===== src/rtl/fdiv_pkg.sv =====
package fdiv_pkg;
    localparam int INT_W   = 8;
    localparam int FRAC_W  = 8;
    localparam int LEN_W   = INT_W + 1;
    localparam int MIN_INT = 2;

    typedef logic [LEN_W-1:0]  len_t;
    typedef logic [FRAC_W-1:0] frac_t;
    typedef logic [INT_W-1:0]  int_t;

    // one sigma-delta step: carry selects the long period
    typedef struct packed {
        logic  carry;
        frac_t sum;
    } sd_step_t;

    function automatic len_t base_len(int_t n);
        return (n < int_t'(MIN_INT)) ? len_t'(MIN_INT) : len_t'(n);
    endfunction

    function automatic len_t high_len(len_t l);
        return l >> 1;
    endfunction
endpackage


===== src/rtl/fdiv_accum.sv =====
module fdiv_accum
    import fdiv_pkg::*;
(
    input  logic  clk,
    input  logic  rst,
    input  logic  step,
    input  frac_t frac,
    output logic  carry
);
    frac_t    acc_q;
    sd_step_t nxt;

    always_comb begin
        nxt   = sd_step_t'({1'b0, acc_q} + {1'b0, frac});
        carry = nxt.carry;
    end

    always_ff @(posedge clk) begin
        if (rst)
            acc_q <= '0;
        else if (step)
            acc_q <= nxt.sum;
    end

    // a zero fraction can never lengthen a period
    a_r9_zero_frac_no_carry: assert property (@(posedge clk) disable iff (rst)
        (frac == '0) |-> !carry);
endmodule


===== src/rtl/fdiv_period.sv =====
module fdiv_period
    import fdiv_pkg::*;
(
    input  logic clk,
    input  logic rst,
    input  logic en,
    input  len_t base,
    input  logic carry,
    output logic boundary,
    output logic clk_out,
    output logic long_flag
);
    len_t pos_q;
    len_t len_q;
    len_t new_len;

    always_comb begin
        boundary = (pos_q == len_q - len_t'(1));
        new_len  = base + len_t'(carry);
    end

    always_ff @(posedge clk) begin
        if (rst) begin
            pos_q     <= '0;
            len_q     <= len_t'(1);
            clk_out   <= 1'b0;
            long_flag <= 1'b0;
        end else if (en) begin
            if (boundary) begin
                pos_q     <= '0;
                len_q     <= new_len;
                clk_out   <= (high_len(new_len) != '0);
                long_flag <= carry;
            end else begin
                pos_q     <= pos_q + len_t'(1);
                clk_out   <= ((pos_q + len_t'(1)) < high_len(len_q));
                long_flag <= 1'b0;
            end
        end else begin
            long_flag <= 1'b0;
        end
    end

    // position never leaves the current period
    a_r2_pos_in_range: assert property (@(posedge clk) disable iff (rst)
        pos_q < len_q);
    // output drops exactly at half the period
    a_r4_fall_at_half: assert property (@(posedge clk) disable iff (rst)
        $fell(clk_out) |-> (pos_q == high_len(len_q)));
    // frozen while disabled
    a_r6_hold_pos: assert property (@(posedge clk) disable iff (rst)
        !en |=> $stable(pos_q) && $stable(len_q));
    // a started period is never shorter than the minimum
    a_r8_len_min: assert property (@(posedge clk) disable iff (rst)
        (en && boundary) |=> (len_q >= len_t'(MIN_INT)));
endmodule


===== src/rtl/frac_clk_div.sv =====
module frac_clk_div
    import fdiv_pkg::*;
(
    input  logic             clk,
    input  logic             rst,
    input  logic             en,
    input  logic [INT_W-1:0]  div_int,
    input  logic [FRAC_W-1:0] div_frac,
    output logic             clk_out,
    output logic             long_flag
);
    logic boundary;
    logic carry;
    len_t base;

    assign base = base_len(div_int);

    fdiv_accum u_accum (
        .clk   (clk),
        .rst   (rst),
        .step  (en && boundary),
        .frac  (div_frac),
        .carry (carry)
    );

    fdiv_period u_period (
        .clk       (clk),
        .rst       (rst),
        .en        (en),
        .base      (base),
        .carry     (carry),
        .boundary  (boundary),
        .clk_out   (clk_out),
        .long_flag (long_flag)
    );

    // flag only at the first high cycle of a period
    a_r5_flag_on_rise: assert property (@(posedge clk) disable iff (rst)
        long_flag |-> (clk_out && !$past(clk_out)));
    // output level holds while the gate is closed
    a_r6_out_stable: assert property (@(posedge clk) disable iff (rst)
        !en |=> $stable(clk_out));
    // flag silent while disabled
    a_r6_flag_quiet: assert property (@(posedge clk) disable iff (rst)
        !en |=> !long_flag);
endmodule


===== config.mk =====
export PLATFORM = sky130hd
export DESIGN_NAME = frac_clk_div
export DESIGN_NICKNAME = d
export VERILOG_FILES = /design/src/rtl/fdiv_pkg.sv /design/src/rtl/fdiv_accum.sv /design/src/rtl/fdiv_period.sv /design/src/rtl/frac_clk_div.sv
export SDC_FILE = /design/constraint.sdc
export NUM_CORES = 1
export LEC_CHECK = 0
export ABC_AREA = 1
export BUFFER_PORTS_ARGS = -buffer_cell sky130_fd_sc_hd__buf_2
export CAP_MARGIN = 20
export CORE_MARGIN = 3
export CORE_UTILIZATION = 27
export CTS_BUF_LIST = sky130_fd_sc_hd__clkbuf_8
export CTS_CLUSTER_SIZE = 20
export DETAILED_ROUTE_END_ITERATION = 6
export GPL_TIMING_DRIVEN = 0
export PLACE_DENSITY = 0.54
export SYNTH_ARGS = -nofsm -noshare
export SYNTH_HDL_FRONTEND = slang
export SYNTH_SLANG_ARGS = --single-unit

===== constraint.sdc =====
create_clock -name clk -period 5 [get_ports clk]
set_clock_uncertainty 0.1 [all_clocks]
set_input_delay 0.25 -clock clk [delete_from_list [all_inputs] [get_ports clk]]
set_output_delay 0.25 -clock clk [all_outputs]
set_load 0.1 [all_outputs]

==> run summary, run 1 <==
Uppermost routed layer - met4
CTS root buf - clkbuf_8
Net Count, Synth - 379
Switching Fraction - 49.6%
Initial DRC Count - 80
Hold crit path type - input port to flop
Largest net degree at the start of global routing - 17
Core footprint - 0.00789 mm²
Total number of vias - 2087
Worst path bufs/invs - 2
Worst Tran Pin Value - 0.605 ns
Yosys reg bits - 28
Synth top area share - 25.1%
Metal2 WL - 2330 µm
Final nets - 404
Die ar. - 0.00939 mm²
R2R setup slack - 1.81 ns
Count of mapped cells out of synthesis - 340
Remaining antenna violation count - 0
Post-Syn Area - 0.00223 mm²
Syn. warnings - 0
Initial Util - 28.3%
Crit path DAT - 3.28 ns
IO Pins - 21
Synthesis-to-finish area growth - 13.4%
Fmax - 313 MHz
Hold Path Depth - 4
First-pass GRT wire length - 8600 µm
Crit Reg-Reg Endpoint - u_period.clk_out$_SDFFE_PP0P_
Clock sink count - 28
Number of enable flip-flop cells after synthesis - 0
Die W - 96.9 µm
Post-route DRC - 0
Crit-path max cell delay - 0.42 ns
HPWL after detailed placement - 4070 µm
Post-CTS sizing - 0
Pleak - 1.24 nW
Setup TNS - 0 ns
Multi-input logic area - 0.00144 mm²
Port Buffer Count - 20
Die Y - 96.9 µm
RSZ-0062 raised after global routing - false
Initial antenna violation count - 0
Final Hold Viols - 0
Power, Total - 1.37 mW
RD Place Congestion - 0.809
Commonest non-fill, non-tap cell in the layout - nand2_1
Clk pwr share - 13.8%
Post-CTS Setup Bufs - 0
TritonCTS clock tree - built
Max-slew violations - 0
Logic gate share of total power - 61.2%
Top_reg_cell synth - dfxtp_1
CP Cell Sequence - ha_1, fa_1, nand3_1, nand3_1, nand2_1, nand2_1, nand2_1, nand2_1, nand2_1, nand2_1, a21oi_1, inv_1, ha_1, nand2_1, nor2_1, xnor2_1, inv_1, or2_2, nor2_1, nand4_1, nand2_1, nand2_1
WHS Endpoint - u_accum.acc_q[0]$_SDFFE_PP0P_
Required time of the critical path - 5.09 ns
CP Capture Type - flop
Final hold slack - 0.170 ns
Top post-synthesis cells by area - dfxtp_1 (25%), nand2_1 (15%), ha_1 (11%), nand3_1 (9.6%), inv_1 (7.7%)
Max-cap violations - 0
Storage cell area - 561 µm²
Status - complete, no violations
Sequential Power Share - 25.1%
Cts hold-fix bufs - 0
Most used cell along the critical path - nand2_1
Routed wire length - 5010 µm
# setup viols final - 0
DR WL met3 - 117 µm
Yosys cell types - 32
Share of cells above drive strength 1 - 11.3%
WL/cell - 10.7 µm
Clk slew on worst S/H paths - 0.11 ns
Period utilisation layout - 63.9%
CTS Buf Count - 3
Commonest non-fill, non-tap cells in the layout - nand2_1 (92), inv_1 (46), nand3_1 (43)
Vias in the first global route - 1904
R2R cell count - 22
All-Layer GR Usage - 10.9%
Worst hold start - div_frac[0]
Htree depth - 1
CP Class - flop to flop
Gr ovfl total - 0
Top cell family by delay on the critical path - simple AND/OR/NAND/NOR gates
Fillers - 851
Pwr dens - 540 mW/mm²
FF-to-FF Start - u_accum.acc_q[0]$_SDFFE_PP0P_
Fin crit period - 3.19 ns
Worst vdd ir - 0.177 mV
Syn_area_per_cell - 6.56 µm²
DR pass1 iterations - 4
Critical-path maximum fanout - 3
CP Launch Type - flop
Seq/Total Area, Yosys - 25.1%
Fin util - 32.1%
Int Pwr - 0.689 mW
Antenna diodes - 0
Max transition margin - 59.6%
WL met1 - 2500 µm
Clock latency at the later pin of the worst-skew pair - 0.29 ns
Area leader, netlist - dfxtp_1
Net Switching - 0.677 mW
Slowest cell on the critical path - fa_1
Row count - 32
Ys async rst share - 0%
Vias/cell - 4.48
CTS max path bufs - 2
==> Yosys cell counts, types with 2 or more instances <==
cell type and instances:
nand2_1 92, inv_1 46, nand3_1 43, dfxtp_1 28, nor2_1 25, ha_1 19
a21oi_1 16, xnor2_1 12, xor2_1 11, clkbuf_1 5, nand4_1 5, o21ai_1 5
nor2_2 4, o21ai_0 4, buf_2 3, nor3_1 3, nand2_2 2, nand3b_1 2
nor3b_1 2
==> kinds of logic after synthesis <==
group | count (synthesis) | synth area share [%]
flops | 28 | 25.1
buf+inv | 58 | 10.3
xor+xnor | 24 | 9.76
fa+ha+maj | 20 | 11.6
compound gates | 27 | 6.34
simple gates | 183 | 36.9
==> cell type report <==
type | count | share of cell area, %
Multi-Input combinational cell | 254 | 56.9
Sequential cell | 28 | 22.2
Clock buffer | 3 | 1.63
Buffer | 10 | 1.98
Inverter | 48 | 7.12
Timing Repair Buffer | 20 | 3.96
Clock inverter | 1 | 1.19
Tap cell | 102 | 5.04
==> metal layers <==
layer,vias up,GRT usage [%]
li1,1131,-
met1,932,14.8
met2,20,17.9
met3,4,1.51
met4,0,3.24
met5,-,0
==> power by group through the flow <==
stage | clock (mW) | combinational [mW] | sequential (mW)
floorplan | 0 | 0.648 | 0.353
global placement | 0 | 0.831 | 0.347
detailed placement | 0 | 0.842 | 0.348
CTS | 0.197 | 0.846 | 0.343
global route | 0.201 | 0.968 | 0.351
finish | 0.188 | 0.836 | 0.342
==> worst reg2reg max path, cell delays in order, from the launching register on <==
cell	delay, ns
dfxtp_1	0.33
ha_1	0.21
fa_1	0.42
nand3_1	0.10
nand3_1	0.11
nand2_1	0.08
nand2_1	0.06
nand2_1	0.07
nand2_1	0.05
nand2_1	0.07
nand2_1	0.06
a21oi_1	0.17
inv_1	0.10
ha_1	0.23
nand2_1	0.09
nor2_1	0.05
xnor2_1	0.14
inv_1	0.07
or2_2	0.27
nor2_1	0.11
nand4_1	0.10
nand2_1	0.08
nand2_1	0.05
==> metrics by stage <==
stage	instances	instance area, µm²	setup WS [ns]
3_5_place_dp	462	2460	1.74
3_3_place_gp	462	2460	1.77
6_report	466	2530	1.81
5_1_grt	466	2530	1.48
4_1_cts	466	2530	1.77
2_1_floorplan	340	2230	2.16
==> sequential cells by signal (all words and copies together) (netlist names) <==
| signal | cells |
|---|---|
| u_period.long_flag | 1 |
| u_accum.acc_q | 8 |
| u_period.clk_out | 1 |
| u_period.pos_q | 9 |
| u_period.len_q | 9 |
==> how the worst max path moves through the flow <==
stage                                  start                            end  slack [ns]  cells past startpoint
4_1_cts        u_accum.acc_q[0]$_SDFFE_PP0P_  u_period.clk_out$_SDFFE_PP0P_        1.77                     22
5_1_grt        u_accum.acc_q[0]$_SDFFE_PP0P_  u_period.clk_out$_SDFFE_PP0P_        1.48                     22
3_3_place_gp                     div_frac[0]  u_period.clk_out$_SDFFE_PP0P_        1.77                     23
3_5_place_dp                     div_frac[0]  u_period.clk_out$_SDFFE_PP0P_        1.74                     23
6_report       u_accum.acc_q[0]$_SDFFE_PP0P_  u_period.clk_out$_SDFFE_PP0P_        1.81                     22
2_1_floorplan  u_accum.acc_q[0]$_SDFFE_PP0P_  u_period.clk_out$_SDFFE_PP0P_        2.16                     22
(Power assumes the default switching activity.)
==> inputs of run 2 (changes only) <==
Clock period 5 ns to 3 ns, I/O delays scaled along.
==> run summary, run 2 (synthesized netlist as in run 1, its figures left out) <==
Synthesis-to-finish area growth - 21.5%
Routed wire length - 5210 µm (+4.1%)
Fmax - 350 MHz (+12%)
Share of cells above drive strength 1 - 18.4% (+7.1 points)
TritonCTS clock tree - built
Row count - 32 (unchanged)
CTS root buf - clkbuf_8
All-Layer GR Usage - 11.1% (+0.24 points)
# setup viols final - 0 (unchanged)
Pwr dens - 870 mW/mm² (+61%)
GR Layer Usage met2 - 18.5% (+0.64 points)
First-pass GRT wire length - 8790 µm (+2.2%)
Grt met1 use - 15.0% (+0.18 points)
Max-cap violations - 0 (unchanged)
Final hold slack - 0.0880 ns (-0.0817 ns)
Final Hold Viols - 0 (unchanged)
Port Buffer Count - 20 (unchanged)
Period utilisation layout - 95.3% (+31 points)
Vias in the first global route - 1955 (+2.7%)
Commonest non-fill, non-tap cells in the layout - nand2_1 (90), inv_1 (44), nand3_1 (41)
WL/cell - 10.9 µm (+1.7%)
Largest net degree at the start of global routing - 17 (unchanged)
Status - complete, no violations
Vias/cell - 4.48 (+0.13%)
Worst Tran Pin Value - 0.606 ns (+0.000874 ns)
GR peak layer - met2
RD Place Congestion - 0.809 (unchanged)
Worst vdd ir - 0.296 mV (+67%)
Commonest non-fill, non-tap cell in the layout - nand2_1
Max transition margin - 59.6% (about the same)
Initial antenna violation count - 0 (unchanged)
CP Launch Type - flop
Biggest regs - u_period.len_q (9), u_period.pos_q (9), u_accum.acc_q (8)
Core footprint - 0.00789 mm² (unchanged)
Die ar. - 0.00939 mm² (unchanged)
HPWL after detailed placement - 4070 µm (unchanged)
CP Capture Type - flop
Required time of the critical path - 3.10 ns (-1.99 ns)
Total number of vias - 2139 (+2.5%)
DR pass1 iterations - 4 (unchanged)
Clock sink count - 28 (unchanged)
Fillers - 834 (-2.0%)
CTS Buf Count - 3 (unchanged)
Remaining antenna violation count - 0 (unchanged)
Clk slew on worst S/H paths - 0.11 ns (about the same)
Dpl cells - 462 (unchanged)
Final nets - 415 (+2.7%)
Antenna diodes - 0 (unchanged)
Met3 Track Usage GR - 1.51% (unchanged)
Non-Filler Instances - 477 (+2.4%)
Initial DRC Count - 88 (+10%)
Max-slew violations - 0 (unchanged)
Pleak - 1.31 nW (+6.2%)
Crit path DAT - 2.96 ns (-0.32 ns)
Critical-path maximum fanout - 2 (-1)
Htree depth - 1 (unchanged)
Post-route DRC - 0 (unchanged)
Clock latency at the later pin of the worst-skew pair - 0.29 ns (about the same)
IO Pins - 21 (unchanged)
Fin crit period - 2.86 ns (-0.333 ns)
Gr ovfl total - 0 (unchanged)
CTS max path bufs - 2 (unchanged)
Die Y - 96.9 µm (unchanged)
CP Class - flop to flop
Die W - 96.9 µm (unchanged)
RSZ-0062 raised after global routing - true
Initial Util - 28.3% (unchanged)
Hold crit path type - input port to flop
[run 2: metal layers]
metal | wire, µm | share of wire (%)
met1 | 2560 | 49
met5 | 0 | 0
met2 | 2480 | 48
met4 | 56 | 1.1
met3 | 111 | 2.1
[run 2: what timing repair did]
| item | CTS | global route |
|---|---|---|
| gates resized for setup | 16 | 8 |
| buffers inserted | 7 | 4 |
| endpoints found under the hold margin | 0 | 0 |
| pin swaps | 11 | 8 |
| hold buffers | 0 | 0 |
| endpoints found under the setup margin | 1 | 3 |
[run 2: final timing paths]
path	start	end	slack, ns	depth (start not counted)
worst min register to register	u_accum.acc_q[2]$_SDFFE_PP0P_	u_accum.acc_q[2]$_SDFFE_PP0P_	0.38	2
worst max register to register	u_accum.acc_q[0]$_SDFFE_PP0P_	u_period.len_q[4]$_SDFFE_PP0P_	0.14	23
worst max-delay path	u_accum.acc_q[0]$_SDFFE_PP0P_	u_period.len_q[4]$_SDFFE_PP0P_	0.14	23
worst min-delay path	div_frac[0]	u_accum.acc_q[0]$_SDFFE_PP0P_	0.09	4
[run 2: power by group]
| part | switching, mW | total (mW) | internal (mW) | leakage, nW |
|---|---|---|---|---|
| logic | 0.929 | 1.47 | 0.543 | 1.05 |
| clock network | 0.135 | 0.314 | 0.179 | 0.0357 |
| registers | 0.0965 | 0.574 | 0.477 | 0.228 |
| total | 1.16 | 2.36 | 1.20 | 1.31 |
[run 2: critical path, cell delays in order (launching register included)]
cell and delay [ns]:
dfxtp_2 0.35, ha_4 0.16, fa_2 0.34, nand3_2 0.08, nand3_2 0.07, nand2_1 0.06
nand2_1 0.06, nand2_1 0.07, nand2_1 0.06, nand2_1 0.07, nand2_1 0.07, a21oi_2 0.16
inv_2 0.09, ha_4 0.17, nand2_4 0.07, nor2_4 0.04, xnor2_2 0.12, inv_1 0.07
buf_6 0.11, buf_4 0.11, buf_4 0.12, buf_4 0.12, nand2_2 0.05, nand2_1 0.04
[run 2: through the flow]
step	setup TNS, ns	cell area, µm²	power, mW	util [%]	setup slack (ns)
floorplan	0	2230	1.67	-	0.164
global placement	-0.156	2460	1.96	31.2	-0.156
detailed placement	-0.191	2460	1.98	31.2	-0.191
CTS	0	2650	2.36	33.5	0.0280
global route	-0.112	2710	2.62	34.4	-0.0606
finish	0	2710	2.36	34.4	0.140
[run 2: area by class of cell]
class	count	area, µm²	area share [%]
Buffer	10	50.0	1.85
Clock buffer	3	41.3	1.52
Clock inverter	1	30.0	1.11
Inverter	48	180	6.65
Multi-Input combinational cell	254	1530	56.6
Sequential cell	28	562	20.7
Tap cell	102	128	4.71
Timing Repair Buffer	31	186	6.88
